<file path="config.mk">
export PLATFORM = sky130hd
export DESIGN_NAME = dmw_merge_top
export DESIGN_NICKNAME = d
export VERILOG_FILES = /design/src/rtl/dmw_pkg.sv /design/src/rtl/dmw_order.sv /design/src/rtl/dmw_buf_set.sv /design/src/rtl/dmw_merge.sv /design/src/rtl/dmw_merge_top.sv
export SDC_FILE = /design/constraint.sdc
export NUM_CORES = 2
export LEC_CHECK = 0
export CELL_PAD_IN_SITES_DETAIL_PLACEMENT = 1
export CELL_PAD_IN_SITES_GLOBAL_PLACEMENT = 2
export CORE_AREA = 2 2 454 456
export CTS_CLUSTER_SIZE = 14
export DETAILED_ROUTE_END_ITERATION = 8
export DIE_AREA = 0 0 456 458
export GPL_TIMING_DRIVEN = 0
export PLACE_DENSITY = 0.74
export SKIP_LAST_GASP = 1
export SYNTH_ARGS = -nofsm -noshare
export SYNTH_HDL_FRONTEND = slang
export SYNTH_HIERARCHICAL = 1
export SYNTH_SLANG_ARGS = --single-unit
</file>
<file path="constraint.sdc">
create_clock -name clk -period 15 [get_ports clk]
set_clock_uncertainty 0.1 [all_clocks]
set_input_delay 2.25 -clock clk [delete_from_list [all_inputs] [get_ports clk]]
set_output_delay 2.25 -clock clk [all_outputs]
set_load 0.02 [all_outputs]
</file>
<file path="src/rtl/dmw_pkg.sv">
// Package: shared types for the DMA write merge buffer.
// Assumes: exactly two buffer sets, addressed by a one-bit index.
package dmw_pkg;
    localparam int NUM_SETS = 2;

    typedef logic set_idx_t;

    typedef enum logic {
        SET_FREE = 1'b0,
        SET_LOAD = 1'b1
    } set_state_e;
endpackage

</file>
<file path="src/rtl/dmw_order.sv">
// Module: allocation and retirement pointers.
// Gives new writes to the sets in turn and retires them in the same turn,
// which keeps memory writes in acceptance order.
// Assumes: accept and retire pulse for one cycle per transfer.
module dmw_order
    import dmw_pkg::*;
(
    input  logic     clk,
    input  logic     rst_n,
    input  logic     accept,
    input  logic     retire,
    output set_idx_t alloc_ptr,
    output set_idx_t drain_ptr
);
    // Advance the fill pointer on each accepted write
    always_ff @(posedge clk) begin
        if (!rst_n)
            alloc_ptr <= 1'b0;
        else if (accept)
            alloc_ptr <= ~alloc_ptr;
    end

    // Advance the retire pointer on each completed memory write
    always_ff @(posedge clk) begin
        if (!rst_n)
            drain_ptr <= 1'b0;
        else if (retire)
            drain_ptr <= ~drain_ptr;
    end
endmodule

</file>
<file path="src/rtl/dmw_buf_set.sv">
// Module: one buffer set. It holds the DMA data, byte enables and address,
// the old memory block and the flushed line, plus a load flag for each source.
// Assumes: responses arrive only for a set that is loading, and at most once each.
module dmw_buf_set
    import dmw_pkg::*;
#(
    parameter int BLK_BYTES = 32,
    parameter int ADDR_W    = 32,
    localparam int BLK_BITS = BLK_BYTES * 8
) (
    input  logic                clk,
    input  logic                rst_n,
    input  logic                alloc,
    input  logic                release_set,
    input  logic [ADDR_W-1:0]   in_addr,
    input  logic [BLK_BITS-1:0] in_data,
    input  logic [BLK_BYTES-1:0] in_be,
    input  logic                mem_hit,
    input  logic [BLK_BITS-1:0] mem_data_in,
    input  logic                fl_hit,
    input  logic                fl_dirty_in,
    input  logic [BLK_BITS-1:0] fl_data_in,
    output logic                busy,
    output logic                loaded,
    output logic [ADDR_W-1:0]   q_addr,
    output logic [BLK_BITS-1:0] q_io,
    output logic [BLK_BYTES-1:0] q_be,
    output logic [BLK_BITS-1:0] q_mem,
    output logic [BLK_BITS-1:0] q_fl,
    output logic                q_fl_use
);
    set_state_e state;
    logic       mem_done;
    logic       fl_done;

    // Control: set lifecycle, load flags and flush-valid marker
    always_ff @(posedge clk) begin
        if (!rst_n) begin
            state    <= SET_FREE;
            mem_done <= 1'b0;
            fl_done  <= 1'b0;
            q_fl_use <= 1'b0;
        end else if (release_set) begin
            state    <= SET_FREE;
            mem_done <= 1'b0;
            fl_done  <= 1'b0;
            q_fl_use <= 1'b0;
        end else if (alloc) begin
            state    <= SET_LOAD;
            mem_done <= 1'b0;
            fl_done  <= 1'b0;
            q_fl_use <= 1'b0;
        end else if (state == SET_LOAD) begin
            if (mem_hit)
                mem_done <= 1'b1;
            if (fl_hit) begin
                fl_done  <= 1'b1;
                q_fl_use <= fl_dirty_in;
            end
        end
    end

    // Data: capture each source as it arrives (no reset needed on storage)
    always_ff @(posedge clk) begin
        if (alloc && state == SET_FREE) begin
            q_addr <= in_addr;
            q_io   <= in_data;
            q_be   <= in_be;
        end
        if (mem_hit && state == SET_LOAD)
            q_mem <= mem_data_in;
        if (fl_hit && state == SET_LOAD)
            q_fl <= fl_data_in;
    end

    assign busy   = (state == SET_LOAD);
    assign loaded = busy && mem_done && fl_done;
endmodule

</file>
<file path="src/rtl/dmw_merge.sv">
// Module: per-byte three-way merge.
// DMA byte when enabled, else dirty flushed byte, else memory byte.
// Assumes: fl_use is 0 when the flush found no line or a clean one.
module dmw_merge #(
    parameter int BLK_BYTES = 32,
    localparam int BLK_BITS = BLK_BYTES * 8
) (
    input  logic [BLK_BITS-1:0]  io_data,
    input  logic [BLK_BYTES-1:0] io_be,
    input  logic [BLK_BITS-1:0]  mem_data,
    input  logic [BLK_BITS-1:0]  fl_data,
    input  logic                 fl_use,
    output logic [BLK_BITS-1:0]  out_data
);
    for (genvar b = 0; b < BLK_BYTES; b++) begin : g_byte
        // Pick the source of one byte by priority
        assign out_data[b*8 +: 8] = io_be[b] ? io_data[b*8 +: 8] :
                                    fl_use   ? fl_data[b*8 +: 8] :
                                               mem_data[b*8 +: 8];
    end
endmodule

</file>
<file path="src/rtl/dmw_merge_top.sv">
// Module: DMA write merge buffer top.
// Accepts DMA writes into two buffer sets in turn, starts the memory read
// and cache flush of each write, merges the three sources when all are in,
// and retires the merged blocks to memory in acceptance order.
// Assumes: mrsp/flush responses are tagged with the set named by fetch_set.
module dmw_merge_top
    import dmw_pkg::*;
#(
    parameter int BLK_BYTES = 32,
    parameter int ADDR_W    = 32,
    localparam int BLK_BITS = BLK_BYTES * 8
) (
    input  logic                 clk,
    input  logic                 rst_n,
    input  logic                 dma_valid,
    output logic                 dma_ready,
    input  logic [ADDR_W-1:0]    dma_addr,
    input  logic [BLK_BITS-1:0]  dma_data,
    input  logic [BLK_BYTES-1:0] dma_be,
    output logic                 fetch_valid,
    output logic                 fetch_set,
    output logic [ADDR_W-1:0]    fetch_addr,
    input  logic                 mrsp_valid,
    input  logic                 mrsp_set,
    input  logic [BLK_BITS-1:0]  mrsp_data,
    input  logic                 flush_valid,
    input  logic                 flush_set,
    input  logic                 flush_dirty,
    input  logic [BLK_BITS-1:0]  flush_data,
    output logic                 mwr_valid,
    input  logic                 mwr_ready,
    output logic [ADDR_W-1:0]    mwr_addr,
    output logic [BLK_BITS-1:0]  mwr_data
);
    set_idx_t              alloc_ptr;
    set_idx_t              drain_ptr;
    logic                  accept;
    logic                  retire;
    logic [NUM_SETS-1:0]   set_busy;
    logic [NUM_SETS-1:0]   set_loaded;
    logic [ADDR_W-1:0]     s_addr [NUM_SETS];
    logic [BLK_BITS-1:0]   s_io   [NUM_SETS];
    logic [BLK_BYTES-1:0]  s_be   [NUM_SETS];
    logic [BLK_BITS-1:0]   s_mem  [NUM_SETS];
    logic [BLK_BITS-1:0]   s_fl   [NUM_SETS];
    logic [NUM_SETS-1:0]   s_fl_use;

    assign dma_ready   = !set_busy[alloc_ptr];
    assign accept      = dma_valid && dma_ready;
    assign fetch_valid = accept;
    assign fetch_set   = alloc_ptr;
    assign fetch_addr  = dma_addr;
    assign mwr_valid   = set_loaded[drain_ptr];
    assign retire      = mwr_valid && mwr_ready;

    dmw_order i_order (
        .clk       (clk),
        .rst_n     (rst_n),
        .accept    (accept),
        .retire    (retire),
        .alloc_ptr (alloc_ptr),
        .drain_ptr (drain_ptr)
    );

    for (genvar g = 0; g < NUM_SETS; g++) begin : g_set
        dmw_buf_set #(
            .BLK_BYTES (BLK_BYTES),
            .ADDR_W    (ADDR_W)
        ) i_set (
            .clk         (clk),
            .rst_n       (rst_n),
            .alloc       (accept && (alloc_ptr == set_idx_t'(g))),
            .release_set (retire && (drain_ptr == set_idx_t'(g))),
            .in_addr     (dma_addr),
            .in_data     (dma_data),
            .in_be       (dma_be),
            .mem_hit     (mrsp_valid && (mrsp_set == set_idx_t'(g))),
            .mem_data_in (mrsp_data),
            .fl_hit      (flush_valid && (flush_set == set_idx_t'(g))),
            .fl_dirty_in (flush_dirty),
            .fl_data_in  (flush_data),
            .busy        (set_busy[g]),
            .loaded      (set_loaded[g]),
            .q_addr      (s_addr[g]),
            .q_io        (s_io[g]),
            .q_be        (s_be[g]),
            .q_mem       (s_mem[g]),
            .q_fl        (s_fl[g]),
            .q_fl_use    (s_fl_use[g])
        );
    end

    assign mwr_addr = s_addr[drain_ptr];

    dmw_merge #(
        .BLK_BYTES (BLK_BYTES)
    ) i_merge (
        .io_data  (s_io[drain_ptr]),
        .io_be    (s_be[drain_ptr]),
        .mem_data (s_mem[drain_ptr]),
        .fl_data  (s_fl[drain_ptr]),
        .fl_use   (s_fl_use[drain_ptr]),
        .out_data (mwr_data)
    );
endmodule

</file>
==> out/results.txt <==
DR pass1 iterations -> 5
total wire length -> 237000 µm
Rows -> 166
routed len/inst -> 30.3 µm
HP Start -> g_set[0].i_set/fl_done
Logic pwr share -> 10.1%
Detail Placement HPWL -> 176000 µm
initial antenna violation count -> 126
flop2flop setup slack -> 12.29 ns
I/O pin total -> 1165
internal power -> 8.40 mW
multi-input logic area -> 14700 µm²
Net Sw Frac -> 23.2%
WP data required -> 12.65 ns
routed vias/inst -> 4.83
GRT Overall Usage -> 22.1%
Die Y -> 458 µm
syn_nets -> 4349
hold_buf cts -> 0
initial drt markers -> 2600
Max Freq -> 0.145 GHz
RSZ-0062 raised after global routing -> no
vias in the first global route -> 40715
GPL Wtd Cong -> 0.837
Max-cap violations -> 0
Gates resized, CTS repair -> 0
Crit Path Class -> reg2out
worst r2r dst -> g_set[0].i_set/q_io[141]
Post-synth EDFFs -> 1664
min cycle time layout -> 6.91 ns
Setup Buffers After CTS -> 0
CP dominant cell by count -> buf_2
DP Cell Count -> 7412
crit path cell chain -> buf_2, buf_2, buf_4, mux2_2, buf_1, nand2_1, o21ai_1, clkdlybuf4s50_1
Placeable Area -> 204000 µm²
slew at the pin closest to its max-slew limit -> 0.934 ns
Reg area -> 50200 µm²
ratio of cells with drive above 1 in the final layout -> 25.7%
largest net degree at the start of global routing -> 52
critical path capture point type -> primary output
Setup crit start -> i_order/drain_ptr
final core occ -> 43.5%
YS warnings -> 6
register area share after synthesis -> 75.5%
port buffer count -> 1164
total grt overflow -> 0
flops & latches, synth -> 1674
Clk pwr share -> 40.2%
post-synthesis cell count -> 3508
Mean Syn Cell Area -> 18.9 µm²
CTS tree -> yes
worst hold slack -> 0.378 ns
Critical Path Sink -> mwr_data[84]
H-Tree Depth -> 4
fin cells -> 7815
Clock Latency Late Sink -> 0.83 ns
r2r worst-path depth -> 5
top_reg_cell synth -> edfxtp_1
Antenna Nets Post-Route -> 0
Clock Tree Buf Depth -> 3
pwr dens -> 123 nW/µm²
Syn-to-layout area delta -> 33.4%
Final Hold Fails -> 0
Clock Sinks -> 1674
Horiz. Die Dim -> 456 µm
Final Total Pwr -> 10.9 mW
total number of vias -> 37773
headroom to the max-slew limit -> 37.7%
Root Buffer -> clkbuf_16
TNS Setup -> 0 ns
Final Cycle Share -> 46.1%
crit path launch type -> flop
Crit Reg-Reg Startpoint -> i_order/alloc_ptr
Cell variety after synth -> 27
sw power -> 2.54 mW
async set-or-reset flop fraction in the synthesized netlist -> 0%
Worst path max stage delay -> 0.79 ns
Layout Nets -> 5752
static leakage -> 28.6 nW
status -> finished clean
worst vdd ir -> 124 µV
max-slew violation count -> 0
Arrival @ worst endpoint -> 4.56 ns
Reg power frac -> 49.7%
Reg clk slew, reported paths -> 0.06 ns
first-pass GRT wire length -> 322000 µm
die area -> 209000 µm²
final setup vio count -> 0
crit-path max FO -> 10
fillcell total -> 19877
Hold Path Class -> reg2reg
initial core utilization -> 32.6%
slowest cell on the critical path -> clkdlybuf4s50_1
DRC viols -> 0
Mapped Area -> 66400 µm²
CTS buffer count -> 185
==> stage by stage <==
stage | worst slack (ns) | instance area [µm²]
after CTS | 7.72 | 88400
after floorplan | 3.51 | 66400
after global routing | 7.66 | 88600
after global placement | -4.82 | 81400
final | 8.09 | 88600
after detailed placement | 8.64 | 82700
==> flip-flops by register name (all words and copies together), names as in the netlist <==
register and cells:
g_set.i_set/mem_done 2, i_order/drain_ptr 1, g_set.i_set/q_io 512, g_set.i_set/q_fl 512, g_set.i_set/q_addr 64, g_set.i_set/fl_done 2, i_order/alloc_ptr 1, g_set.i_set/q_mem 512
g_set.i_set/q_be 64, g_set.i_set/busy 2, g_set.i_set/q_fl_use 2
==> critical path: cells and delay by family (launching register included) <==
| family | cells | cell delay (ns) |
|---|---|---|
| simple gates | 1 | 0.13 |
| mux | 1 | 0.43 |
| flops | 1 | 0.34 |
| buf+inv | 5 | 2.52 |
| compound gates | 1 | 0.28 |
==> placed cells by master (no fill, tap or decap), types with 3 or more instances in the layout <==
cell,synthesis,layout
clkbuf_1,0,50
buf_8,4,4
and2_1,10,6
nor3b_1,3,3
and3_1,3,3
o21ai_1,240,240
inv_6,0,8
clkbuf_16,0,189
clkinv_1,0,29
buf_6,8,8
o21ai_0,16,16
nor2_1,7,7
and2_4,0,4
a21oi_1,4,4
clkinv_4,0,3
clkdlybuf4s50_1,0,1164
clkinvlp_4,0,7
bufinv_16,0,10
buf_2,18,18
clkinv_2,0,23
buf_1,32,32
mux2i_1,257,257
buf_16,0,23
nand2_1,257,257
mux2_2,786,786
buf_4,103,103
diode_2,0,76
edfxtp_1,1664,1664
dfxtp_1,10,10
buf_12,23,52
mux2_4,48,48
==> kinds of logic after synthesis <==
group	Yosys count	share of synthesized area [%]
buffers and inverters	188	2.40
and+or+nand+nor	289	1.76
DFF	1674	75.5
AOI/OAI and AO/OA	264	2.02
xor gates and xnor gates	2	0.0264
muxes	1091	18.3
==> power by group through the flow <==
stage	combinational [mW]	clock, mW	sequential, mW
6_report	1.11	4.40	5.44
5_1_grt	1.17	4.67	5.45
3_5_place_dp	1.11	0	5.53
3_3_place_gp	1.04	0	5.67
2_1_floorplan	0.410	0	5.59
4_1_cts	1.12	4.51	5.44
==> worst min path at each step <==
stage,to,slack [ns],cells after the start
after floorplan,g_set[0].i_set/fl_done,0.33,2
after global placement,g_set[0].i_set/fl_done,0.34,2
after detailed placement,g_set[0].i_set/fl_done,0.37,2
after CTS,g_set[0].i_set/fl_done,0.38,2
after global routing,g_set[0].i_set/fl_done,0.42,2
final,g_set[0].i_set/fl_done,0.38,2
==> cell usage after synthesis, types with 3 or more instances <==
library cell  count  area [µm²]
nor2_1            7        26.3
nor3b_1           3        22.5
and3_1            3        18.8
mux2_2          786        8850
o21ai_0          16        80.1
buf_6             8        90.1
a21oi_1           4        20.0
buf_1            32         120
mux2_4           48         721
mux2i_1         257        2570
and2_1           10        62.6
buf_4           103         773
buf_12           23         460
o21ai_1         240        1200
edfxtp_1       1664       50000
dfxtp_1          10         200
buf_8             4        60.1
buf_2            18        90.1
nand2_1         257         965
==> area by class of cell <==
type | count | share of cell area, %
Buffer | 188 | 1.80
Sequential cell | 1674 | 56.6
Antenna cell | 76 | 0.215
Tap cell | 2688 | 3.80
Multi-Input combinational cell | 1646 | 16.6
Clock inverter | 87 | 0.922
Timing Repair Buffer | 1216 | 14.5
Clock buffer | 240 | 5.56
==> metal layers <==
| layer | GRT usage [%] | share of wire (%) | vias up | wire length [µm] |
|---|---|---|---|---|
| met5 | 0 | 0.097 | - | 230 |
| met4 | 10.8 | 3.8 | 36 | 9010 |
| met3 | 6.39 | 6.5 | 417 | 15400 |
| met2 | 38.3 | 52 | 1234 | 123000 |
| met1 | 24.9 | 38 | 19506 | 89000 |
| li1 | - | - | 16580 | - |
Note: power is estimated with default switching activity, not from simulation.
